===== config.mk =====
export PLATFORM = sky130hd
export DESIGN_NAME = dot_product_accum
export DESIGN_NICKNAME = d
export VERILOG_FILES = /design/src/rtl/dpa_pkg.sv /design/src/rtl/dpa_mult_pipe.sv /design/src/rtl/dpa_sum_ring.sv /design/src/rtl/dpa_seq.sv /design/src/rtl/dot_product_accum.sv
export SDC_FILE = /design/constraint.sdc
export NUM_CORES = 1
export LEC_CHECK = 0
export CAP_MARGIN = 20
export CORE_UTILIZATION = 45
export CTS_CLUSTER_DIAMETER = 30
export DETAILED_ROUTE_END_ITERATION = 8
export HOLD_SLACK_MARGIN = 0.05
export PLACE_DENSITY = 0.63
export SLEW_MARGIN = 20
export SYNTH_ARGS = -nofsm -noshare
export SYNTH_HDL_FRONTEND = slang
export SYNTH_SLANG_ARGS = --single-unit

===== constraint.sdc =====
create_clock -name clk -period 7.7 [get_ports clk]
set_input_delay 1.155 -clock clk [delete_from_list [all_inputs] [get_ports clk]]
set_output_delay 1.155 -clock clk [all_outputs]
set_load 0.005 [all_outputs]

===== src/rtl/dpa_pkg.sv =====
package dpa_pkg;

  typedef enum logic {
    ST_ACCUM = 1'b0,
    ST_DRAIN = 1'b1
  } dpa_state_t;

endpackage


===== src/rtl/dpa_mult_pipe.sv =====
module dpa_mult_pipe #(
  parameter int OP_W   = 16,
  parameter int STAGES = 4,
  localparam int PROD_W = 2 * OP_W
) (
  input  logic                     clk,
  input  logic                     rst_n,
  input  logic                     take_i,
  input  logic signed [OP_W-1:0]   a_i,
  input  logic signed [OP_W-1:0]   b_i,
  output logic signed [PROD_W-1:0] prod_o,
  output logic                     busy_o
);

  function automatic logic signed [PROD_W-1:0] full_mul(
    input logic signed [OP_W-1:0] x,
    input logic signed [OP_W-1:0] y
  );
    logic signed [PROD_W-1:0] xw;
    logic signed [PROD_W-1:0] yw;
    xw = x;
    yw = y;
    return xw * yw;
  endfunction

  logic signed [PROD_W-1:0] prod_q [STAGES];
  logic [STAGES-1:0]        vld_q;

  always_ff @(posedge clk) begin
    if (!rst_n) begin
      vld_q <= '0;
      for (int s = 0; s < STAGES; s++) prod_q[s] <= '0;
    end else begin
      vld_q[0]  <= take_i;
      prod_q[0] <= take_i ? full_mul(a_i, b_i) : '0;
      for (int s = 1; s < STAGES; s++) begin
        vld_q[s]  <= vld_q[s-1];
        prod_q[s] <= prod_q[s-1];
      end
    end
  end

  assign prod_o = prod_q[STAGES-1];
  assign busy_o = |vld_q;

  // an empty slot leaving the multiplier carries no value
  assert_empty_slot_zero_R6: assert property (@(posedge clk) disable iff (!rst_n)
    !vld_q[STAGES-1] |-> (prod_o == '0));

endmodule


===== src/rtl/dpa_sum_ring.sv =====
module dpa_sum_ring #(
  parameter int PROD_W = 32,
  parameter int ACC_W  = 42,
  parameter int DEPTH  = 4
) (
  input  logic                     clk,
  input  logic                     rst_n,
  input  logic                     clr_i,
  input  logic signed [PROD_W-1:0] prod_i,
  output logic signed [ACC_W-1:0]  total_o
);

  function automatic logic signed [ACC_W-1:0] widen(input logic signed [PROD_W-1:0] p);
    logic signed [ACC_W-1:0] w;
    w = p;
    return w;
  endfunction

  logic signed [ACC_W-1:0] ring_q [DEPTH];
  logic signed [ACC_W-1:0] addend;
  logic signed [ACC_W-1:0] loop_back;
  logic signed [ACC_W-1:0] sum_next;
  logic                    ovf_evt;

  assign addend    = widen(prod_i);
  assign loop_back = ring_q[DEPTH-1];
  assign sum_next  = addend + loop_back;
  assign ovf_evt   = (addend[ACC_W-1] == loop_back[ACC_W-1]) &&
                     (sum_next[ACC_W-1] != addend[ACC_W-1]);

  always_ff @(posedge clk) begin
    if (!rst_n || clr_i) begin
      for (int s = 0; s < DEPTH; s++) ring_q[s] <= '0;
    end else begin
      ring_q[0] <= sum_next;
      for (int s = 1; s < DEPTH; s++) ring_q[s] <= ring_q[s-1];
    end
  end

  always_comb begin
    total_o = '0;
    for (int s = 0; s < DEPTH; s++) total_o = total_o + ring_q[s];
  end

  assert_no_overflow_R7: assert property (@(posedge clk) disable iff (!rst_n)
    !ovf_evt);

  // the ring starts empty for the next vector
  assert_ring_cleared_R10: assert property (@(posedge clk) disable iff (!rst_n)
    clr_i |=> (total_o == '0));

endmodule


===== src/rtl/dpa_seq.sv =====
module dpa_seq
  import dpa_pkg::*;
#(
  parameter int MUL_STAGES = 4
) (
  input  logic clk,
  input  logic rst_n,
  input  logic in_valid,
  input  logic in_last,
  output logic ready_o,
  output logic take_o,
  output logic reduce_o
);

  localparam int CW = $clog2(MUL_STAGES + 1);
  localparam logic [CW-1:0] LIM = CW'(MUL_STAGES);

  dpa_state_t    state_q;
  logic [CW-1:0] cnt_q;

  assign ready_o  = (state_q == ST_ACCUM);
  assign take_o   = in_valid && ready_o;
  assign reduce_o = (state_q == ST_DRAIN) && (cnt_q == LIM);

  always_ff @(posedge clk) begin
    if (!rst_n) begin
      state_q <= ST_ACCUM;
      cnt_q   <= '0;
    end else begin
      case (state_q)
        ST_ACCUM: if (take_o && in_last) begin
          state_q <= ST_DRAIN;
          cnt_q   <= '0;
        end
        ST_DRAIN: if (cnt_q == LIM) state_q <= ST_ACCUM;
                  else cnt_q <= cnt_q + 1'b1;
        default: state_q <= ST_ACCUM;
      endcase
    end
  end

  // the drain ends on its own before the counter can wrap
  assert_drain_bounded_R4: assert property (@(posedge clk) disable iff (!rst_n)
    (state_q == ST_DRAIN) |-> (cnt_q <= LIM));

endmodule


===== src/rtl/dot_product_accum.sv =====
module dot_product_accum #(
  parameter int OP_W       = 16,
  parameter int MAX_LEN    = 1024,
  parameter int MUL_STAGES = 4,
  parameter int ADD_STAGES = 4
) (
  input  logic                                      clk,
  input  logic                                      rst_n,
  input  logic                                      in_valid,
  input  logic                                      in_last,
  input  logic signed [OP_W-1:0]                    in_a,
  input  logic signed [OP_W-1:0]                    in_b,
  output logic                                      in_ready,
  output logic                                      out_valid,
  output logic signed [2*OP_W+$clog2(MAX_LEN)-1:0]  out_sum
);

  localparam int PROD_W = 2 * OP_W;
  localparam int ACC_W  = PROD_W + $clog2(MAX_LEN);

  logic                     take_evt;
  logic                     reduce_evt;
  logic                     mul_busy;
  logic signed [PROD_W-1:0] mul_prod;
  logic signed [ACC_W-1:0]  ring_total;

  dpa_seq #(.MUL_STAGES(MUL_STAGES)) u_seq (
    .clk      (clk),
    .rst_n    (rst_n),
    .in_valid (in_valid),
    .in_last  (in_last),
    .ready_o  (in_ready),
    .take_o   (take_evt),
    .reduce_o (reduce_evt)
  );

  dpa_mult_pipe #(.OP_W(OP_W), .STAGES(MUL_STAGES)) u_mul (
    .clk    (clk),
    .rst_n  (rst_n),
    .take_i (take_evt),
    .a_i    (in_a),
    .b_i    (in_b),
    .prod_o (mul_prod),
    .busy_o (mul_busy)
  );

  dpa_sum_ring #(.PROD_W(PROD_W), .ACC_W(ACC_W), .DEPTH(ADD_STAGES)) u_ring (
    .clk     (clk),
    .rst_n   (rst_n),
    .clr_i   (reduce_evt),
    .prod_i  (mul_prod),
    .total_o (ring_total)
  );

  always_ff @(posedge clk) begin
    if (!rst_n) begin
      out_valid <= 1'b0;
      out_sum   <= '0;
    end else begin
      out_valid <= reduce_evt;
      if (reduce_evt) out_sum <= ring_total;
    end
  end

  assert_done_single_R3: assert property (@(posedge clk) disable iff (!rst_n)
    out_valid |=> !out_valid);

  assert_ready_returns_R4: assert property (@(posedge clk) disable iff (!rst_n)
    $rose(in_ready) |-> out_valid);

  assert_pipe_drained_R2: assert property (@(posedge clk) disable iff (!rst_n)
    reduce_evt |-> !mul_busy);

  assert_sum_held_R9: assert property (@(posedge clk) disable iff (!rst_n)
    !out_valid |-> $stable(out_sum));

endmodule


==> results by group <==
Global routing
  – Vias in the first global route: 17800
  – Initial antenna violation count: 0
  – Remaining Overflow, GRT: 0
  – Pin count of the biggest net entering global routing: 134
  – First-pass GRT wire length: 87.50 mm
  – GRT Total Usage: 0.1887

Floorplan
  – I/O pin count: 80
  – Die height: 237.6 um
  – Core area: 54350 sq um
  – Initial Util: 0.4596
  – Full die area: 56460 sq um
  – Row cnt: 85
  – Die Wd: 237.6 um

Yosys
  – Area share of xor/xnor cells in the synthesized design: 0.03471
  – Post-synthesis simple-gate area fraction: 0.1691
  – Synth Warn #: 0
  – Main combinational cell family by area after synthesis: adder cells
  – Synth async-reset ratio: 0
  – Synth top area share: 0.2765
  – Post-synth top area cell: fa_1
  – Adder-cell area share of the yosys netlist: 0.3596
  – Seq/Total Area, Yosys: 0.2749
  – Top cells by count, synth: fa_1, dfxtp_1, inv_1
  – Post-synthesis register bit count: 343
  – Synth Instances: 2548
  – Synth unique cells: 75
  – EDFF count, synth: 0
  – Synth Area in Compound Gates: 0.09888
  – Syn_nets: just over 3000
  – Mean post-synth cell area: 9.803 sq um
  – Ys flop type: dfxtp_1
  – Area of the mapped netlist: around 25000 sq um
  – Post-synthesis mux area share: 0.001202
  – Top cells by area, synth: fa_1, dfxtp_1, ha_1, and2_1, inv_1
  – Most common cell in the netlist: fa_1

Setup path
  – Slowest cell on the critical path: clkdlybuf4s50_1
  – Worst reg2reg path depth: 14
  – Crit path cell chain: clkdlybuf4s50_1 > buf_4 > nand2_1 > fa_1 > inv_1 > fa_1 > fa_1 > fa_1 > fa_1 > inv_1 > fa_1 > inv_1 > ha_1 > a21o_1 > a21o_1 > a21oi_1 > o21ai_0 > o41ai_2 > o311ai_1 > xnor2_1 > nor2_1
  – Startpoint types: input port
  – Crit Path Max Fanout: 12
  – Max stage delay on crit path: 0.81 ns
  – Nature of the critical path endpoint: flop
  – CP required: ~8 ns
  – Worst Setup Path Type: input port to flop
  – Worst Path Arrival: 7.41 ns
  – Most used cell, CP: fa_1

Timing
  – Setup Skew: 0.02035 ns
  – Fin crit share: 0.9108
  – Total negative slack: 0 ns
  – # setup viols final: 0
  – Final Max Tran Viols: 0
  – Slew @ Worst Pin: 0.9435 ns
  – RSZ-0062 raised after global routing: false
  – Final Hold Violating Endpoints: 0
  – Slew HR: 0.3710
  – Fmax: roughly 0.14 GHz
  – Min Clock Period, post-route: 7.013 ns

Clocking
  – Clock Root Buffer: clkbuf_16
  – Clock Tree Buf Depth: 3
  – Hold Buf Count CTS: 0
  – Post-CTS Setup Inserts: 0
  – H-tree levels: 2
  – CTS tree: yes
  – CTS resizes: 0
  – Clk sinks: 343
  – Clk pin slew, worst setup/hold paths: 0.06 ns
  – CTS Buf Count: 47
  – Worst skew pair latency: 0.55 ns

Placed design
  – RD Place Congestion: about 0.90
  – IO Port Bufs: 79
  – HPWL Detailed: 41.91 mm

Finish
  – Area Growth Syn to Fin: 13.62%
  – Fin util: 0.5223
  – Layout Nets: 3172
  – FILL cells: ~5000
  – # diodes: 0
  – FF+latch area: ~6900 sq um
  – Ratio of cells with drive above 1 in the final layout: 0.05783
  – Area occupied by multi-input gates: 16580 sq um

Routing
  – Total Wirelength: 51.63 mm
  – Via count: around 17000
  – ANT nets after route: 0
  – DR WL/cell: 15.18 um
  – Drt drc: 0
  – Vias per inst: 5.007
  – Iteration-0 DRC Markers: 794
  – TritonRoute pass-1 iters: 5

Min path
  – Worst hold path type: flop to flop
  – Hold path depth: 1

Flow run
  – Total of max-cap violations: 0

Power
  – Cell Pwr Density: roughly 390 nW/um^2
  – Leak Pwr: 13.91 nW
  – Worst vdd ir: 0.0003316 V

Outcome
  – Outcome: finished clean
report_power, final:
part | switching [mW] | internal [mW]
clock network | 0.893 | 1.35
logic | 3.88 | 3.14
registers | 0.0190 | 1.87
flip-flops by register name (all words and copies together), names as in the netlist:
name           cells
u_mul.prod_q     128
out_sum           42
u_seq.state_q      1
u_ring.ring_q    168
u_seq.cnt_q        3
out_valid          1
kinds of logic (layout without fill, tap and decap cells):
logic type | count (synthesis) | after routing
compound gates | 371 | 371
flops | 343 | 343
xor+xnor | 99 | 99
mux | 3 | 3
fa+ha+maj | 511 | 511
buf+inv | 409 | 524
simple gates | 812 | 812
placed cells by master, fill, tap and decap left out, types with 14 or more instances in the layout:
cell type / count
a211oi_1: 16
a21o_1: 60
a21oi_1: 100
a31oi_1: 14
and2_1: 227
and3_1: 147
buf_4: 51
clkbuf_16: 49
clkdlybuf4s50_1: 78
dfxtp_1: 343
fa_1: 345
ha_1: 166
inv_1: 306
nand2_1: 216
nand2b_1: 14
nand3_1: 25
nand4_1: 14
nor2_1: 117
nor3_1: 21
o21a_1: 18
o21ai_0: 67
xnor2_1: 56
xor2_1: 43
per-stage QoR:
stage | area [sq um] | setup slack [ns] | cells | power (mW) | hold slack (ns)
finish | 28380 | 0.6867 | 3402 | 11.15 | 0.4202
global route | 28380 | 0.3598 | 3402 | 12.34 | 0.4351
floorplan | 24980 | 1.021 | 2548 | 7.481 | 0.4119
detailed placement | 26690 | 0.1514 | 3315 | 8.980 | 0.4169
global placement | 26690 | 0.2757 | 3315 | 8.832 | 0.4135
CTS | 28380 | 0.7367 | 3402 | 11.28 | 0.4207
metal layers:
metal	GRT usage	vias to the layer above	routed length (um)
met5	0	-	0
met3	0.01626	81	1433
met4	0.05767	0	1258
li1	-	8420	-
met2	0.3213	301	23910
met1	0.2550	8231	25030
worst max-delay path: cells and delay by family:
family	cells	cell delay, ns
and+or+nand+nor	2	0.13
AOI/OAI and AO/OA	6	1.39
adders and majority gates	7	3.37
xor gates and xnor gates	1	0.17
buffers and inverters	5	1.19
worst paths after layout:
path | startpoint | endpoint | slack [ns]
max | in_b[8] | u_mul.prod_q[0][30] | 0.69
min reg2reg | u_mul.prod_q[0][4] | u_mul.prod_q[1][4] | 0.42
max reg2reg | u_ring.ring_q[3][1] | out_sum[41] | 3.28
min | u_mul.prod_q[0][4] | u_mul.prod_q[1][4] | 0.42
layout make-up:
type	instances	area share
clock buffer	54	0.04492
clock inverter	33	0.01472
inverter	308	0.04073
multi-input combinational	1796	0.5841
sequential	343	0.2419
tap	739	0.03258
timing repair buffer	129	0.04100
Note: power is estimated with default switching activity, not from simulation.
